**src/rtl/xlat_csr_pkg.sv**
```systemverilog
package xlat_csr_pkg;
  localparam int unsigned WORD_W = 64;
  localparam int unsigned HALF_W = WORD_W / 2;

  // Kind of value a read returns for the decoded offset.
  typedef enum logic [1:0] {
    RSEL_ZERO  = 2'd0,
    RSEL_FULL  = 2'd1,
    RSEL_UPPER = 2'd2,
    RSEL_LOWER = 2'd3
  } rsel_e;
endpackage

```
**src/rtl/xlat_csr_decode.sv**
```systemverilog
module xlat_csr_decode
  import xlat_csr_pkg::*;
#(
  parameter int unsigned ADDR_W   = 8,
  parameter int unsigned NUM_REGS = 2,
  localparam int unsigned WI_W    = ADDR_W - 3,
  localparam int unsigned IDX_W   = (NUM_REGS > 1) ? $clog2(NUM_REGS) : 1
) (
  input  logic               wr,
  input  logic [ADDR_W-1:0]  addr,
  input  logic               wide,
  input  logic [WORD_W-1:0]  wdata,
  output logic [NUM_REGS-1:0] wr_hi_en,
  output logic [NUM_REGS-1:0] wr_lo_en,
  output logic [HALF_W-1:0]  hi_word,
  output logic [HALF_W-1:0]  lo_word,
  output logic [IDX_W-1:0]   rd_idx,
  output rsel_e              rd_kind
);
  logic [WI_W-1:0] word_idx;
  logic            aligned;
  logic            lo_sel;
  logic            hit;

  assign word_idx = addr[ADDR_W-1:3];
  assign aligned  = (addr[1:0] == 2'b00);
  assign lo_sel   = addr[2];
  assign hit      = aligned && (word_idx < WI_W'(NUM_REGS));

  // A full-width write at the word offset feeds the upper half from the
  // top of the bus; a narrow one feeds it from the low 32 bits.
  assign hi_word = wide ? wdata[WORD_W-1:HALF_W] : wdata[HALF_W-1:0];
  assign lo_word = wdata[HALF_W-1:0];

  for (genvar i = 0; i < NUM_REGS; i++) begin : g_en
    logic sel;
    assign sel         = wr && aligned && (word_idx == WI_W'(i));
    assign wr_hi_en[i] = sel && !lo_sel;
    assign wr_lo_en[i] = sel && (lo_sel || wide);
  end

  assign rd_idx = word_idx[IDX_W-1:0];

  always_comb begin
    if (!hit) begin
      rd_kind = RSEL_ZERO;
    end else if (lo_sel) begin
      rd_kind = RSEL_LOWER;
    end else if (wide) begin
      rd_kind = RSEL_FULL;
    end else begin
      rd_kind = RSEL_UPPER;
    end
  end
endmodule

```
**src/rtl/xlat_csr_word.sv**
```systemverilog
module xlat_csr_word
  import xlat_csr_pkg::*;
(
  input  logic              clk,
  input  logic              rst_n,
  input  logic              hi_en,
  input  logic              lo_en,
  input  logic [HALF_W-1:0] hi_word,
  input  logic [HALF_W-1:0] lo_word,
  output logic [WORD_W-1:0] q
);
  logic [HALF_W-1:0] hi_q, lo_q;
  logic [HALF_W-1:0] hi_d, lo_d;

  always_comb begin
    hi_d = hi_en ? hi_word : hi_q;
    lo_d = lo_en ? lo_word : lo_q;
  end

  always_ff @(posedge clk or negedge rst_n) begin
    if (!rst_n) begin
      hi_q <= '0;
      lo_q <= '0;
    end else begin
      if (hi_en) hi_q <= hi_d;
      if (lo_en) lo_q <= lo_d;
    end
  end

  assign q = {hi_q, lo_q};
endmodule

```
**src/rtl/xlat_csr_rdport.sv**
```systemverilog
module xlat_csr_rdport
  import xlat_csr_pkg::*;
#(
  parameter int unsigned NUM_REGS = 2,
  localparam int unsigned IDX_W   = (NUM_REGS > 1) ? $clog2(NUM_REGS) : 1
) (
  input  logic                       clk,
  input  logic                       rst_n,
  input  logic                       rd_stb,
  input  rsel_e                      rd_kind,
  input  logic [IDX_W-1:0]           rd_idx,
  input  logic [NUM_REGS*WORD_W-1:0] words,
  output logic [WORD_W-1:0]          rdata
);
  logic [WORD_W-1:0] sel_word;
  logic [WORD_W-1:0] rdata_d;

  always_comb begin
    sel_word = '0;
    for (int i = 0; i < NUM_REGS; i++) begin
      if (rd_idx == IDX_W'(i)) sel_word = words[i*WORD_W +: WORD_W];
    end
    unique case (rd_kind)
      RSEL_FULL:  rdata_d = sel_word;
      RSEL_UPPER: rdata_d = {{HALF_W{1'b0}}, sel_word[WORD_W-1:HALF_W]};
      RSEL_LOWER: rdata_d = {{HALF_W{1'b0}}, sel_word[HALF_W-1:0]};
      default:    rdata_d = '0;
    endcase
  end

  always_ff @(posedge clk or negedge rst_n) begin
    if (!rst_n) begin
      rdata <= '0;
    end else if (rd_stb) begin
      rdata <= rdata_d;
    end
  end
endmodule

```
**src/rtl/xlat_csr_bank.sv**
```systemverilog
module xlat_csr_bank
  import xlat_csr_pkg::*;
#(
  parameter int unsigned ADDR_W = 8
) (
  input  logic              clk,
  input  logic              rst_n,
  input  logic              bus_wr,
  input  logic              bus_rd,
  input  logic [ADDR_W-1:0] bus_addr,
  input  logic              bus_wide,
  input  logic [63:0]       bus_wdata,
  output logic [63:0]       bus_rdata,
  output logic [63:0]       ctrl_q,
  output logic [63:0]       tbase_q
);
  localparam int unsigned NUM_REGS = 2;
  localparam int unsigned IDX_W    = $clog2(NUM_REGS);

  logic [NUM_REGS-1:0]        wr_hi_en, wr_lo_en;
  logic [HALF_W-1:0]          hi_word, lo_word;
  logic [IDX_W-1:0]           rd_idx;
  rsel_e                      rd_kind;
  logic [NUM_REGS*WORD_W-1:0] words;

  xlat_csr_decode #(.ADDR_W(ADDR_W), .NUM_REGS(NUM_REGS)) u_dec (
    .wr       (bus_wr),
    .addr     (bus_addr),
    .wide     (bus_wide),
    .wdata    (bus_wdata),
    .wr_hi_en (wr_hi_en),
    .wr_lo_en (wr_lo_en),
    .hi_word  (hi_word),
    .lo_word  (lo_word),
    .rd_idx   (rd_idx),
    .rd_kind  (rd_kind)
  );

  for (genvar i = 0; i < NUM_REGS; i++) begin : g_word
    xlat_csr_word u_word (
      .clk     (clk),
      .rst_n   (rst_n),
      .hi_en   (wr_hi_en[i]),
      .lo_en   (wr_lo_en[i]),
      .hi_word (hi_word),
      .lo_word (lo_word),
      .q       (words[i*WORD_W +: WORD_W])
    );
  end

  xlat_csr_rdport #(.NUM_REGS(NUM_REGS)) u_rd (
    .clk     (clk),
    .rst_n   (rst_n),
    .rd_stb  (bus_rd),
    .rd_kind (rd_kind),
    .rd_idx  (rd_idx),
    .words   (words),
    .rdata   (bus_rdata)
  );

  assign ctrl_q  = words[WORD_W-1:0];
  assign tbase_q = words[2*WORD_W-1:WORD_W];
endmodule

```
**config.mk**
```make
export PLATFORM = sky130hd
export DESIGN_NAME = xlat_csr_bank
export DESIGN_NICKNAME = d
export VERILOG_FILES = /design/src/rtl/xlat_csr_pkg.sv /design/src/rtl/xlat_csr_decode.sv /design/src/rtl/xlat_csr_word.sv /design/src/rtl/xlat_csr_rdport.sv /design/src/rtl/xlat_csr_bank.sv
export SDC_FILE = /design/constraint.sdc
export NUM_CORES = 1
export LEC_CHECK = 0
export BUFFER_PORTS_ARGS = -buffer_cell sky130_fd_sc_hd__buf_2
export CORE_UTILIZATION = 40
export CTS_CLUSTER_SIZE = 10
export DETAILED_ROUTE_END_ITERATION = 6
export GPL_TIMING_DRIVEN = 0
export REMOVE_ABC_BUFFERS = 1
export SETUP_SLACK_MARGIN = 0.15
export SLEW_MARGIN = 25
export SYNTH_ARGS = -nofsm -noshare
export SYNTH_HDL_FRONTEND = slang
export SYNTH_HIERARCHICAL = 1
export SYNTH_SLANG_ARGS = --single-unit
```
**constraint.sdc**
```tcl
create_clock -name clk -period 1.15 [get_ports clk]
set_clock_uncertainty 0.15 [all_clocks]
set_input_delay 0.115 -clock clk [delete_from_list [all_inputs] [get_ports clk]]
set_output_delay 0.115 -clock clk [all_outputs]
set_load 0.01 [all_outputs]
```
Yosys cells after proc, flatten, opt, wreduce, memory -nomap -nowiden
Cells that the tools add are included.
{"block": "word_totals", "out_inout_bits": 192, "wordCells": 28, "in_bits": 77, "ff_bits": 192}
{"block": "op_classes", "magnitude_cmp": 1, "muxes": 6, "reduce_logical": 12, "eq_ne": 4}
{"operator": "64-bit case mux with 3 select lines", "n": 1}
{"operator": "64-bit two-way mux", "n": 1}
{"operator": "32-bit two-way mux", "n": 1}
{"operator": "1-bit logical AND", "n": 8}
{"operator": "2-bit two-way mux", "n": 3}
{"operator": "5-bit by 1-bit equality test with 1-bit output, second input constant", "n": 1}
{"operator": "5-bit zero test", "n": 1}
{"operator": "5-bit by 2-bit < comparator with 1-bit output, second input constant", "n": 1}
{"operator": "2-bit equality test, second input constant", "n": 2}
{"operator": "2-bit by 1-bit equality test with 1-bit output, second input constant", "n": 1}
{"operator": "2-bit zero test", "n": 1}
{"operator": "1-bit zero test", "n": 1}
{"operator": "1-bit logical OR", "n": 1}

Logic depth before layout (Yosys ltp)
{"block": "logic_depth", "word_depth": 5, "mapped_depth": 7, "mapped_depth_nobuf": 4}

Modules after synthesis
The synthesis kept the hierarchy.
{"module": "xlat_csr_word", "cells_per_inst": 136, "n_inst": 2, "area_per_inst_um2": 2690.1}
{"module": "xlat_csr_rdport", "cells_per_inst": 282, "n_inst": 1, "area_per_inst_um2": 3570.9}
{"module": "xlat_csr_decode", "cells_per_inst": 81, "n_inst": 1, "area_per_inst_um2": 723.2}

Worst setup path after synthesis
No wires, ideal clock.
{"block": "synth_timing", "kind": "input -> register", "startpoint": "input bus_addr[7]", "endpoint": "register u_rd.rdata[10]", "required_ps": 860, "setup_time_ps": 140, "arrival_time_ps": 1779, "cell_stages": 6, "setup_slack_ps": -919, "path_cell_list": "or4_4 -> buf_6 -> nor4_2 -> nand3b_4 -> buf_2 -> o221ai_1"}
{"block": "synth_via", "elab_chain_cells": 5}
{"item": "start: declaration", "line": "xlat_csr_bank.sv:10", "rtl": "input logic [ADDR_W-1:0] bus_addr,"}
{"item": "5-bit by 2-bit < comparator with 1-bit output *", "line": "xlat_csr_decode.sv:28", "rtl": "assign hit = aligned && (word_idx < WI_W'(NUM_REGS));"}
{"item": "1-bit logical AND *", "line": "xlat_csr_decode.sv:28"}
{"item": "2-bit two-way mux *", "line": "xlat_csr_decode.sv:45", "rtl": "if (!hit) begin"}
{"item": "named net rd_kind[0]", "line": "xlat_csr_bank.sv:23", "rtl": "rsel_e rd_kind;"}
{"item": "2-bit equality test / 2-bit by 1-bit equality test with 1-bit output (equally long branches)", "line": "xlat_csr_rdport.sv:23", "rtl": "unique case (rd_kind)"}
{"item": "64-bit case mux with 3 select lines *", "line": "xlat_csr_rdport.sv:23"}
{"item": "end signal: assignment", "line": "xlat_csr_rdport.sv:35", "rtl": "rdata <= rdata_d;"}
{"item": "end: declaration", "line": "xlat_csr_rdport.sv:13", "rtl": "output logic [WORD_W-1:0] rdata"}
The timed path passes the listed nets; every way through them passes the cells marked *.
A chain may end at the register's enable or synchronous reset.

Final worst setup path
{"block": "layout_timing", "startpoint": "input bus_addr[1]", "endpoint": "register g_word[1].u_word.lo_q[28]"}
{"block": "layout_via", "elab_chain_cells": 4}
{"item": "2-bit zero test", "line": "xlat_csr_decode.sv:26", "rtl": "assign aligned = (addr[1:0] == 2'b00);"}
{"item": "1-bit logical AND (2 in a row)", "line": "xlat_csr_decode.sv:37", "rtl": "assign sel = wr && aligned && (word_idx == WI_W'(i));"}
{"item": "1-bit logical AND", "line": "xlat_csr_decode.sv:39", "rtl": "assign wr_lo_en[i] = sel && (lo_sel || wide);"}
{"item": "named net wr_lo_en[1]", "line": "xlat_csr_bank.sv:20", "rtl": "logic [NUM_REGS-1:0] wr_hi_en, wr_lo_en;"}
{"item": "end signal: assignment", "line": "xlat_csr_word.sv:26", "rtl": "if (lo_en) lo_q <= lo_d;"}
{"item": "end: declaration", "line": "xlat_csr_word.sv:12", "rtl": "logic [HALF_W-1:0] hi_q, lo_q;"}
The timed path passes the listed nets, and every way through them passes these cells.

==> metrics <==
met2 wire len=14900 um; CORE AREA=23600 um2; IR drop worst, VDD=0.000690 V; CP peak stage delay=0.45 ns; total CTS buffers=17; initial antenna violation count=0; failing checks=hold timing, setup timing; Root Driver=clkbuf_16; # DRC=0; Worst Setup Start Kind=input port; Critical Path RT=1.31 ns; Synth area leader=dfrtp_1; CP endpoint kind=flip-flop; Total Die Area=24800 um2; uppermost layer routed=met4; largest cells by area after synthesis=dfrtp_1, mux2_4, mux2i_1; drt pass-1 iters=4; Buffers & Inverters on Critical Path=6; leakage power=7.77 nW; unrepaired setup endpoints after global routing=yes; total track usage=23.2%; WP data arrival=1.99 ns; Post-synth EDFFs=0; Max FO, Critical Path=4; pin count of the biggest net entering global routing=90; Antenna Cells=0; global-route wire length before repair=43100 um; PortBufs=268; vias in the first global route=7513; vias per std cell=4.82; Final setup violation count=384; Async S/R FF share, synth=100%; Total Wirelength=29900 um; TritonCTS clock tree=yes; clock sink count=192; H-Tree Level Count=4; 1st-iter DRT viols=253; starting density of the core=41.0%; Post-Route M1 WL=13100 um; Synth top area share=49.7%; Finished Layout Cells=1497; DP Cell Count=1186; Met3 Wirelength=1150 um; Top delay family on crit path=buffers and inverters; Final WS setup=-0.682 ns; synth-to-layout area growth=57.4%; width of the die=158 um; post-synth cell types=24; Max Slew Vio Count=0; fin nets=1242; status=complete, but fails checks; Avg WL per Cell=20.0 um; CTS Hold Bufs=33; DIE HEIGHT=158 um; Final period util=159%; CTS Buffer Depth=2; Post-synth top flop=dfrtp_1; RePlAce Congestion=0.725; slowest CP cell=or3b_4; max cap viols=0; critical path's most frequent cell=buf_6; DRT antenna net count=0; fmax=546 MHz; clock latency on the worst-skew pair=0.42 ns; CP Cell Sequence=buf_4 -> or3b_4 -> buf_6 -> nor4_4 -> buf_4 -> buf_6 -> buf_6 -> buf_6 -> mux2_4; Final HPWL DP=16400 um; synthesis-stage register bit count=192; fraction of layout cells with a size suffix above 1=70.2%; grt total ovfl=0; YS warnings=6; syn avg cell area=15.2 um2; Hold WC Path Type=in -> async; post-route minimum period=1.83 ns; FP Rows=56; # IOs=269; DR vias=7217; Worst-Margin Slew=0.676 ns; synthesized area=9670 um2; Hold WS=-0.442 ns; sequential fraction of the synthesis area=49.7%; Slew HR=54.9%; post-synthesis cell count=635; Cell Pwr Density=1020 nW/um2; CP Class=in -> reg; Clock transition at path regs=0.08 ns; final hold violations=87
[placed cells by master, fill, tap and decap left out]
master,netlist,final
clkbuf_8,0,3
mux2_2,40,32
nor2_1,1,1
clkinv_4,0,3
a2111oi_4,0,1
dlygate4sd3_1,0,32
or4_4,1,1
nand2b_1,32,32
buf_16,0,3
nor4_4,0,5
dfrtp_1,192,192
mux2i_1,59,59
inv_8,0,4
nand2_8,0,2
o22ai_4,0,4
inv_6,0,4
buf_8,0,7
or3b_4,0,1
o221ai_4,0,1
buf_6,16,178
clkinvlp_4,0,1
mux2i_2,5,5
inv_1,34,34
o22ai_2,30,28
clkbuf_16,0,20
mux2_4,120,128
buf_2,6,183
clkbuf_1,2,1
buf_4,38,168
buf_12,15,10
nand3b_4,2,4
o221ai_2,5,31
[cell families after synthesis]
kind of cell	after synthesis	synth area share, %
simple gates	43	3.23
buf+inv	111	9.62
mux	224	30.1
compound gates	65	7.38
flops	192	49.7
[layer usage]
metal	vias up	global-route usage, %
li1	3317	-
met1	3637	29.3
met2	210	39.9
met3	53	4.07
met4	0	7.54
met5	-	0
[where the power goes]
| part | internal [mW] | total (mW) | switching, mW | leakage [nW] |
|---|---|---|---|---|
| clock network | 2.99 | 5.89 | 2.89 | 0.280 |
| registers | 7.01 | 7.20 | 0.180 | 2.65 |
| logic | 1.37 | 2.46 | 1.09 | 4.83 |
[final cells by class]
| cell class | count | area (um2) |
|---|---|---|
| repair buffers | 585 | 4980 |
| clock inverters | 12 | 114 |
| clock buffers | 20 | 457 |
| well taps | 319 | 399 |
| inverters | 34 | 128 |
| flip-flops and latches | 192 | 4800 |
| multi-input cells | 335 | 4340 |
| fillers | 1755 | 8390 |
[state kept, by name, indices dropped and copies added (netlist names)]
signal,count
u_rd/rdata,64
g_word.u_word/hi_q,64
g_word.u_word/lo_q,64
[timing repair]
item	4_1_cts	5_1_grt
setup buffers	187	53
hold endpoints to repair	320	79
resized for setup	226	70
gates cloned	3	3
pin swaps	17	36
setup endpoints to repair	384	384
[per-stage QoR]
step | setup TNS [ns] | total power, mW | worst slack, ns | utilization, % | area [um2]
5_1_grt | -136.46 | 16.2 | -0.691 | 64.5 | 15200
3_3_place_gp | -2023.21 | 9.03 | -10.40 | 44.9 | 10600
4_1_cts | -176.31 | 15.5 | -0.617 | 60.9 | 14400
3_5_place_dp | -307.17 | 9.08 | -2.01 | 46.4 | 11000
6_report | -124.82 | 15.5 | -0.682 | 64.5 | 15200
2_1_floorplan | -725.61 | 8.16 | -5.32 | - | 8870
[Yosys cell counts, types with 4 or more instances]
master,count
mux2i_2,5
nor4_1,4
mux2_2,40
mux2i_1,59
dfrtp_1,192
o221ai_2,5
buf_12,15
buf_6,16
nand2b_1,32
o221ai_1,27
buf_2,6
inv_1,34
buf_4,38
mux2_4,120
o22ai_2,30
[worst paths after layout]
check | start | cells past startpoint | endpoint | slack [ns]
hold reg to reg | u_rd/rdata[3] | 2 | u_rd/rdata[3] | 0.37
min in group clk | bus_wdata[59] | 3 | g_word[0].u_word/hi_q[27] | -0.09
setup reg to reg | g_word[1].u_word/hi_q[29] | 3 | u_rd/rdata[29] | -0.20
max in group asynchronous | rst_n | 3 | g_word[1].u_word/hi_q[31] | 0.46
hold / removal | rst_n | 2 | u_rd/rdata[44] | -0.44
setup / recovery | bus_addr[1] | 9 | g_word[1].u_word/lo_q[28] | -0.68
Power figures use the tool's default switching activity.
